File: src/rtl/modas_pkg.sv
package modas_pkg;
  typedef enum logic {
    MODE_ADD = 1'b0,
    MODE_SUB = 1'b1
  } modas_mode_e;
endpackage

File: src/rtl/modas_cpa.sv
module modas_cpa #(
  parameter int WIDTH = 256
) (
  input  logic [WIDTH-1:0] a,
  input  logic [WIDTH-1:0] b,
  input  logic             cin,
  output logic [WIDTH-1:0] sum,
  output logic             cout
);
  localparam int EXT = WIDTH + 1;
  logic [EXT-1:0] wide;

  always_comb begin
    wide = {1'b0, a} + {1'b0, b} + {{WIDTH{1'b0}}, cin};
  end

  assign sum  = wide[WIDTH-1:0];
  assign cout = wide[EXT-1];
endmodule

File: src/rtl/modas_select.sv
module modas_select
  import modas_pkg::*;
#(
  parameter int WIDTH = 256
) (
  input  modas_mode_e      mode,
  input  logic [WIDTH-1:0] raw_val,
  input  logic             raw_carry,
  input  logic [WIDTH-1:0] fix_val,
  input  logic             fix_carry,
  output logic [WIDTH-1:0] picked
);
  logic use_fix;

  always_comb begin
    if (mode == MODE_ADD) begin
      // the raw sum is at or above p when it overflowed the width or the subtraction of p did not borrow
      use_fix = raw_carry | fix_carry;
    end else begin
      // no carry out of x + ~y + 1 means y > x, so p has to be added back
      use_fix = ~raw_carry;
    end
    picked = use_fix ? fix_val : raw_val;
  end
endmodule

File: src/rtl/modas_top.sv
module modas_top
  import modas_pkg::*;
#(
  parameter int WIDTH = 256,
  parameter logic [WIDTH-1:0] MODULUS =
    256'hFFFFFFFF_FFFFFFFF_FFFFFFFF_FFFFFFFF_FFFFFFFF_FFFFFFFF_FFFFFFFE_FFFFFC2F
) (
  input  logic             clk,
  input  logic             rst,
  input  logic             start,
  input  logic             op_sub,
  input  logic [WIDTH-1:0] x_in,
  input  logic [WIDTH-1:0] y_in,
  output logic [WIDTH-1:0] result,
  output logic             done
);
  modas_mode_e      mode;
  logic [WIDTH-1:0] y_term;
  logic             raw_cin;
  logic [WIDTH-1:0] raw_val;
  logic             raw_carry;
  logic [WIDTH-1:0] p_term;
  logic             fix_cin;
  logic [WIDTH-1:0] fix_val;
  logic             fix_carry;
  logic [WIDTH-1:0] picked;

  assign mode    = modas_mode_e'(op_sub);
  assign y_term  = (mode == MODE_SUB) ? ~y_in : y_in;
  assign raw_cin = (mode == MODE_SUB);
  assign p_term  = (mode == MODE_SUB) ? MODULUS : ~MODULUS;
  assign fix_cin = (mode == MODE_ADD);

  modas_cpa #(.WIDTH(WIDTH)) u_raw (
    .a    (x_in),
    .b    (y_term),
    .cin  (raw_cin),
    .sum  (raw_val),
    .cout (raw_carry)
  );

  modas_cpa #(.WIDTH(WIDTH)) u_fix (
    .a    (raw_val),
    .b    (p_term),
    .cin  (fix_cin),
    .sum  (fix_val),
    .cout (fix_carry)
  );

  modas_select #(.WIDTH(WIDTH)) u_sel (
    .mode      (mode),
    .raw_val   (raw_val),
    .raw_carry (raw_carry),
    .fix_val   (fix_val),
    .fix_carry (fix_carry),
    .picked    (picked)
  );

  always_ff @(posedge clk) begin
    if (rst) begin
      result <= '0;
      done   <= 1'b0;
    end else begin
      done <= start;
      if (start) begin
        result <= picked;
      end
    end
  end

  AST_RESET_CLEAR: assert property (@(posedge clk) rst |=> (!done && result == '0));
  AST_DONE_AFTER_START: assert property (@(posedge clk) disable iff (rst) start |=> done);
  AST_DONE_IDLE: assert property (@(posedge clk) disable iff (rst) !start |=> !done);
  AST_RESULT_HELD: assert property (@(posedge clk) disable iff (rst) !start |=> $stable(result));
  AST_RESULT_REDUCED: assert property (@(posedge clk) disable iff (rst) done |-> (result < MODULUS));
endmodule

File: config.mk
export PLATFORM = sky130hd
export DESIGN_NAME = modas_top
export DESIGN_NICKNAME = d
export VERILOG_FILES = /design/src/rtl/modas_pkg.sv /design/src/rtl/modas_cpa.sv /design/src/rtl/modas_select.sv /design/src/rtl/modas_top.sv
export SDC_FILE = /design/constraint.sdc
export NUM_CORES = 2
export LEC_CHECK = 0
export ABC_CLOCK_PERIOD_IN_PS = 15400
export BUFFER_PORTS_ARGS = -buffer_cell sky130_fd_sc_hd__buf_2
export CORE_AREA = 2 2 373 375
export CTS_BUF_LIST = sky130_fd_sc_hd__clkbuf_8
export DETAILED_ROUTE_END_ITERATION = 16
export DIE_AREA = 0 0 375 377
export GPL_TIMING_DRIVEN = 0
export SETUP_SLACK_MARGIN = 0.5
export SYNTH_ARGS = -nofsm -noshare
export SYNTH_HDL_FRONTEND = slang
export SYNTH_HIERARCHICAL = 1
export SYNTH_SLANG_ARGS = --single-unit
File: constraint.sdc
create_clock -name clk -period 15.4 [get_ports clk]
set_clock_uncertainty 0.1 [all_clocks]
set_input_delay 0.77 -clock clk [delete_from_list [all_inputs] [get_ports clk]]
set_output_delay 0.77 -clock clk [all_outputs]
set_load 0.05 [all_outputs]
; ---- After elaboration in Yosys (flattened, before gate mapping)
; Cells that the tools add are included.
[op_classes]
muxes = 4
n_bitwise = 4
add_sub_neg = 4
[op_table]
columns = operator, n
row1 = two-way mux 256 bit, 3
row2 = adder 256 x 256 -> 257 bit, 2
row3 = adder 257 x 1 -> 257 bit, 2
row4 = inverter 256 bit, 1
row5 = inverter 1 bit, 2
row6 = two-way mux 1 bit, 1
row7 = bitwise OR 1 bit, 1
[totals]
word_cells = 14
in_bits = 516
out_inout_bits = 257
reg_bits = 257

; ---- Depth between registers and ports, before layout
[logic_depth]
word_depth = 9
mapped_depth = 40
depth_no_buf = 34

; ---- Modules after synthesis
; The synthesis kept the hierarchy.
[modules_own_cells]
columns = mod, instances, seq_area_each_um2, cells_per_inst, area_each_um2
row1 = modas_cpa (u_raw), 1, 0.0, 3136, 19276.0
row2 = modas_cpa (u_fix), 1, 0.0, 3045, 18884.4
row3 = modas_top, 1, 5144.9, 1114, 11782.6
row4 = modas_select, 1, 0.0, 286, 3205.6

; ---- Least setup slack after synthesis
; OpenSTA, ideal clock, no wires.
[synth_path]
path_kind = input -> register
from = input op_sub
to = register result[100]
path_slack_ns = 7.626
arrival_ns = 7.547
n_path_buf = 5
path_stages = 38
setup_ns = 0.128
t_required_ns = 15.172
cell_sequence = buf_2 > buf_6 > xor2_1 > fa_1 > fa_1 > a21o_1 > a221oi_2 > or3_1 > a21oi_1 > nor3_1 > o21ai_1 > a31oi_1 > nor3_1 > or2_1 > a221oi_1 > xnor2_1 > ha_1 > clkbuf_1 > [... 2 more ...] > a21oi_1 > o21ai_0 > a31o_2 > a21oi_1 > o21a_1 > o21ai_0 > o2111ai_1 > a211o_1 > nand2_1 > nand3_1 > nand2_1 > nor3_1 > a21oi_2 > buf_6 > buf_6 > mux2_2 > mux2i_1 > nor2_1
[synth_between]
elab_chain_len = 8
word_cells_on_any_way = 11
cone_classes = add/sub (4) / mux (4) / bitwise (3)
[synth_rtl]
columns = item, line_no
row1 = "start, declared", modas_top.sv:11  ; input logic op_sub,
row2 = two-way mux 256 bit, modas_top.sv:29  ; assign y_term = (mode == MODE_SUB) ? ~y_in : y_in;
row3 = net y_term[0], modas_top.sv:18  ; logic [WIDTH-1:0] y_term;
row4 = adder 256 x 256 -> 257 bit, modas_cpa.sv:14  ; wide = {1'b0, a} + {1'b0, b} + {{WIDTH{1'b0}}, cin};
row5 = adder 257 x 1 -> 257 bit, modas_cpa.sv:14
row6 = net raw_val[94], modas_top.sv:20  ; logic [WIDTH-1:0] raw_val;
row7 = adder 256 x 256 -> 257 bit, modas_cpa.sv:14
row8 = adder 257 x 1 -> 257 bit, modas_cpa.sv:14
row9 = net fix_carry, modas_top.sv:25  ; logic fix_carry;
row10 = bitwise OR 1 bit, modas_select.sv:18  ; use_fix = raw_carry | fix_carry;
row11 = two-way mux 1 bit, modas_select.sv:16  ; if (mode == MODE_ADD) begin
row12 = two-way mux 256 bit, modas_select.sv:23  ; picked = use_fix ? fix_val : raw_val;
row13 = net picked[100], modas_top.sv:26  ; logic [WIDTH-1:0] picked;
row14 = "end signal, assigned", modas_top.sv:66  ; result <= picked;
row15 = "end, declared", modas_top.sv:14  ; output logic [WIDTH-1:0] result,
; The timed path passes the listed nets, and every way through them passes these cells.
; A chain may end at the register's enable or synchronous reset.

; ---- Worst setup path after layout
[layout_path]
from = input op_sub
to = register result[235]
[layout_between]
word_cells_on_any_way = 11
cone_classes = add/sub (4) / mux (4) / bitwise (3)
[layout_rtl]
columns = item, line_no
row1 = two-way mux 256 bit, modas_top.sv:29
row2 = net y_term[39], modas_top.sv:18
row3 = adder 256 x 256 -> 257 bit, modas_cpa.sv:14
row4 = adder 257 x 1 -> 257 bit, modas_cpa.sv:14
row5 = net raw_val[94], modas_top.sv:20
row6 = adder 256 x 256 -> 257 bit, modas_cpa.sv:14
row7 = adder 257 x 1 -> 257 bit, modas_cpa.sv:14
row8 = net fix_val[235], modas_top.sv:24  ; logic [WIDTH-1:0] fix_val;
row9 = two-way mux 256 bit, modas_select.sv:23
row10 = net picked[235], modas_top.sv:26
; The timed path passes the listed nets, and every way through them passes these cells.

==> flow_summary.json <==
{
  "rows": 136,
  "die_h_um": 377,
  "path_clk_slew_ns": 0.06,
  "outcome": "finished clean",
  "pre_cts_slack_ns": 2.35,
  "grt_max_degree": 110,
  "fin_ws_ns": 2.40,
  "netlist_area_um2": 53100,
  "max_stage_delay_ns": 0.88,
  "leakage_nw": 25.8,
  "required_ns": 15.90,
  "regArea_um2": 5140,
  "setup_viol": 0,
  "routabilityCongestion": 1.11,
  "synth.avg_cell_area_um2": 7.01,
  "die_area_um2": 141000,
  "cpMaxStageDelayCell": "nor3_1",
  "cts_hold_buffers": 0,
  "grt_pass1_vias": 59200,
  "cap_violations": 0,
  "portBuffers": 770,
  "critPathKind": "in2reg",
  "p_per_area_nw_per_um2": 162,
  "max_freq_ghz": 0.0769,
  "worst_setup_path_start_kind": "primary input",
  "io_pins": 773,
  "first_pass_iters": 6,
  "cts_max_level": 2,
  "ant_nets": 0,
  "critPathCaptureType": "flop",
  "dp_hpwl_mm": 263,
  "power.switching_w": 0.00591,
  "drt_iter0_markers": 7305,
  "nets": 9435,
  "sw_frac_of_total_pct": 60.7,
  "cts_tree": "done",
  "period_needed_ns": 13.00,
  "post_cts_buffers": 0,
  "crit_fanout": 107,
  "p_int_w": 0.00383,
  "viasPerCell": 6.19,
  "whs_ns": 0.383,
  "syn_nets": 8611,
  "yosysUniqueCellTypes": 115,
  "synth_edf_count": 0,
  "maxSlewHeadroom_pct": 8.37,
  "clk_latency_ns": 0.74,
  "antenna_found_initial": 20,
  "seq_area_frac_synth_pct": 9.68,
  "multi_input_area_um2": 45000,
  "syn2layout_area_growth_pct": 13.5,
  "ys_ff_latch": 257,
  "cts_buffers": 47,
  "syn_inst": 7581,
  "wire_per_inst_um": 29.2,
  "die_w_um": 375,
  "max-vdd-ir-drop_mv": 0.107,
  "track_usage_pct": 40.0,
  "clockPowerShare_pct": 7.0,
  "grt_pass1_wl_mm": 415,
  "vias": 63400,
  "cpMostUsedCell": "o21ai_1",
  "core-area_um2": 137000,
  "yosysWarnings": 6,
  "placed_area_um2": 59400,
  "crit_arrival_ns": 13.51,
  "clock_path_buffers": 3,
  "cts-root-buf": "clkbuf_8",
  "slew_violations": 0,
  "async_flop_share_pct": 0,
  "drc": 0,
  "final_common_cell": "a21oi_1",
  "tightest_slew_ns": 1.36,
  "synth_flop_cell": "dfxtp_1",
  "finalInstanceArea_um2": 60300,
  "finalHoldViolations": 0,
  "numClockSinks": 257,
  "p_seq_share_pct": 10.4,
  "nFillCells": 14700,
  "hp-class": "reg2reg",
  "overflow": 0,
  "layout_common_cells": "a21oi_1 (1045), nor2_1 (840), buf_2 (838)",
  "rsz0062_at_grt": "false",
  "p_comb_share_pct": 82.6,
  "fin_crit_sh_pct": 84.4,
  "drive_above_1_share_pct": 16.3,
  "cts_resized": 0,
  "initial_core_util_pct": 38.8,
  "routed_wirelength_mm": 299
}
critical path: cells and delay by family:
family                     cells  cell delay, ns
xor gates and xnor gates       3            0.83
muxes                          2            0.43
adders and majority gates      2            0.73
AOI/OAI and AO/OA             14            5.19
and+or+nand+nor                8            3.07
buffers and inverters          8            2.08
routing by layer:
layer / global-route usage (%) / routed length (um) / vias up
li1: - / - / 29400
met4: 19.1 / 16900 / 20
met1: 53.1 / 127000 / 30200
met5: 0 / 130 / -
met3: 7.43 / 27100 / 555
met2: 61.9 / 127000 / 3285
power by group through the flow:
stage | Combinational, W | Clock (W) | Sequential [W]
global placement | 0.00779 | 0 | 0.00102
global route | 0.00848 | 0.000726 | 0.00103
detailed placement | 0.00779 | 0 | 0.00102
finish | 0.00805 | 0.000683 | 0.00101
floorplan | 0.00454 | 0 | 0.00176
CTS | 0.00784 | 0.000707 | 0.00101
flip-flops by register name (all words and copies together) (netlist names):
name and count:
result 256, done 1
area by class of cell:
class	instances	area share [%]
Sequential cell	257	8.53
Clock buffer	62	1.41
Tap cell	1794	3.72
Multi-Input combinational cell	6747	74.7
Inverter	192	1.19
Antenna cell	12	0.0498
Clock inverter	20	0.139
Buffer	385	3.74
Timing Repair Buffer	775	6.55
metrics by stage:
step	power [W]	TNS (ns)	util [%]	std cells
floorplan	0.00630	0	-	7581
global placement	0.00881	-378.92	43.3	10100
detailed placement	0.00881	0	43.3	10200
CTS	0.00956	0	44.0	10200
global route	0.0102	0	44.0	10200
finish	0.00974	0	44.0	10200
path summary, 6_finish.rpt:
| path | startpoint | to | slack [ns] | cells after the start |
|---|---|---|---|---|
| setup / recovery | op_sub | result[235] | 2.40 | 37 |
| hold / removal | result[195] | result[195] | 0.38 | 2 |
| setup reg to reg | result[11] | result[11] | 14.62 | 2 |
| hold reg to reg | result[195] | result[195] | 0.38 | 2 |
synthesized netlist by cell type (192+ instances only):
library cell / number / area [um^2]
inv_1: 192 / 721
a21oi_1: 1045 / 5230
mux2_2: 256 / 2880
mux2i_1: 256 / 2560
o21ai_0: 563 / 2820
o21bai_1: 193 / 1450
nand2_1: 762 / 2860
nand4_1: 301 / 1880
nor2_1: 840 / 3150
dfxtp_1: 257 / 5140
clkbuf_1: 227 / 852
xor2_1: 434 / 3800
a21o_1: 205 / 1540
xnor2_1: 327 / 2860
ha_1: 510 / 6380
cells by family after synthesis:
kind of cell	after synthesis	share of synthesized area, %
AOI/OAI and AO/OA	2562	29.3
and+or+nand+nor	2398	20.5
xor gates and xnor gates	761	12.5
buffers and inverters	577	5.60
adders and majority gates	514	12.2
muxes	512	10.2
DFF	257	9.68
(Power assumes the default switching activity.)
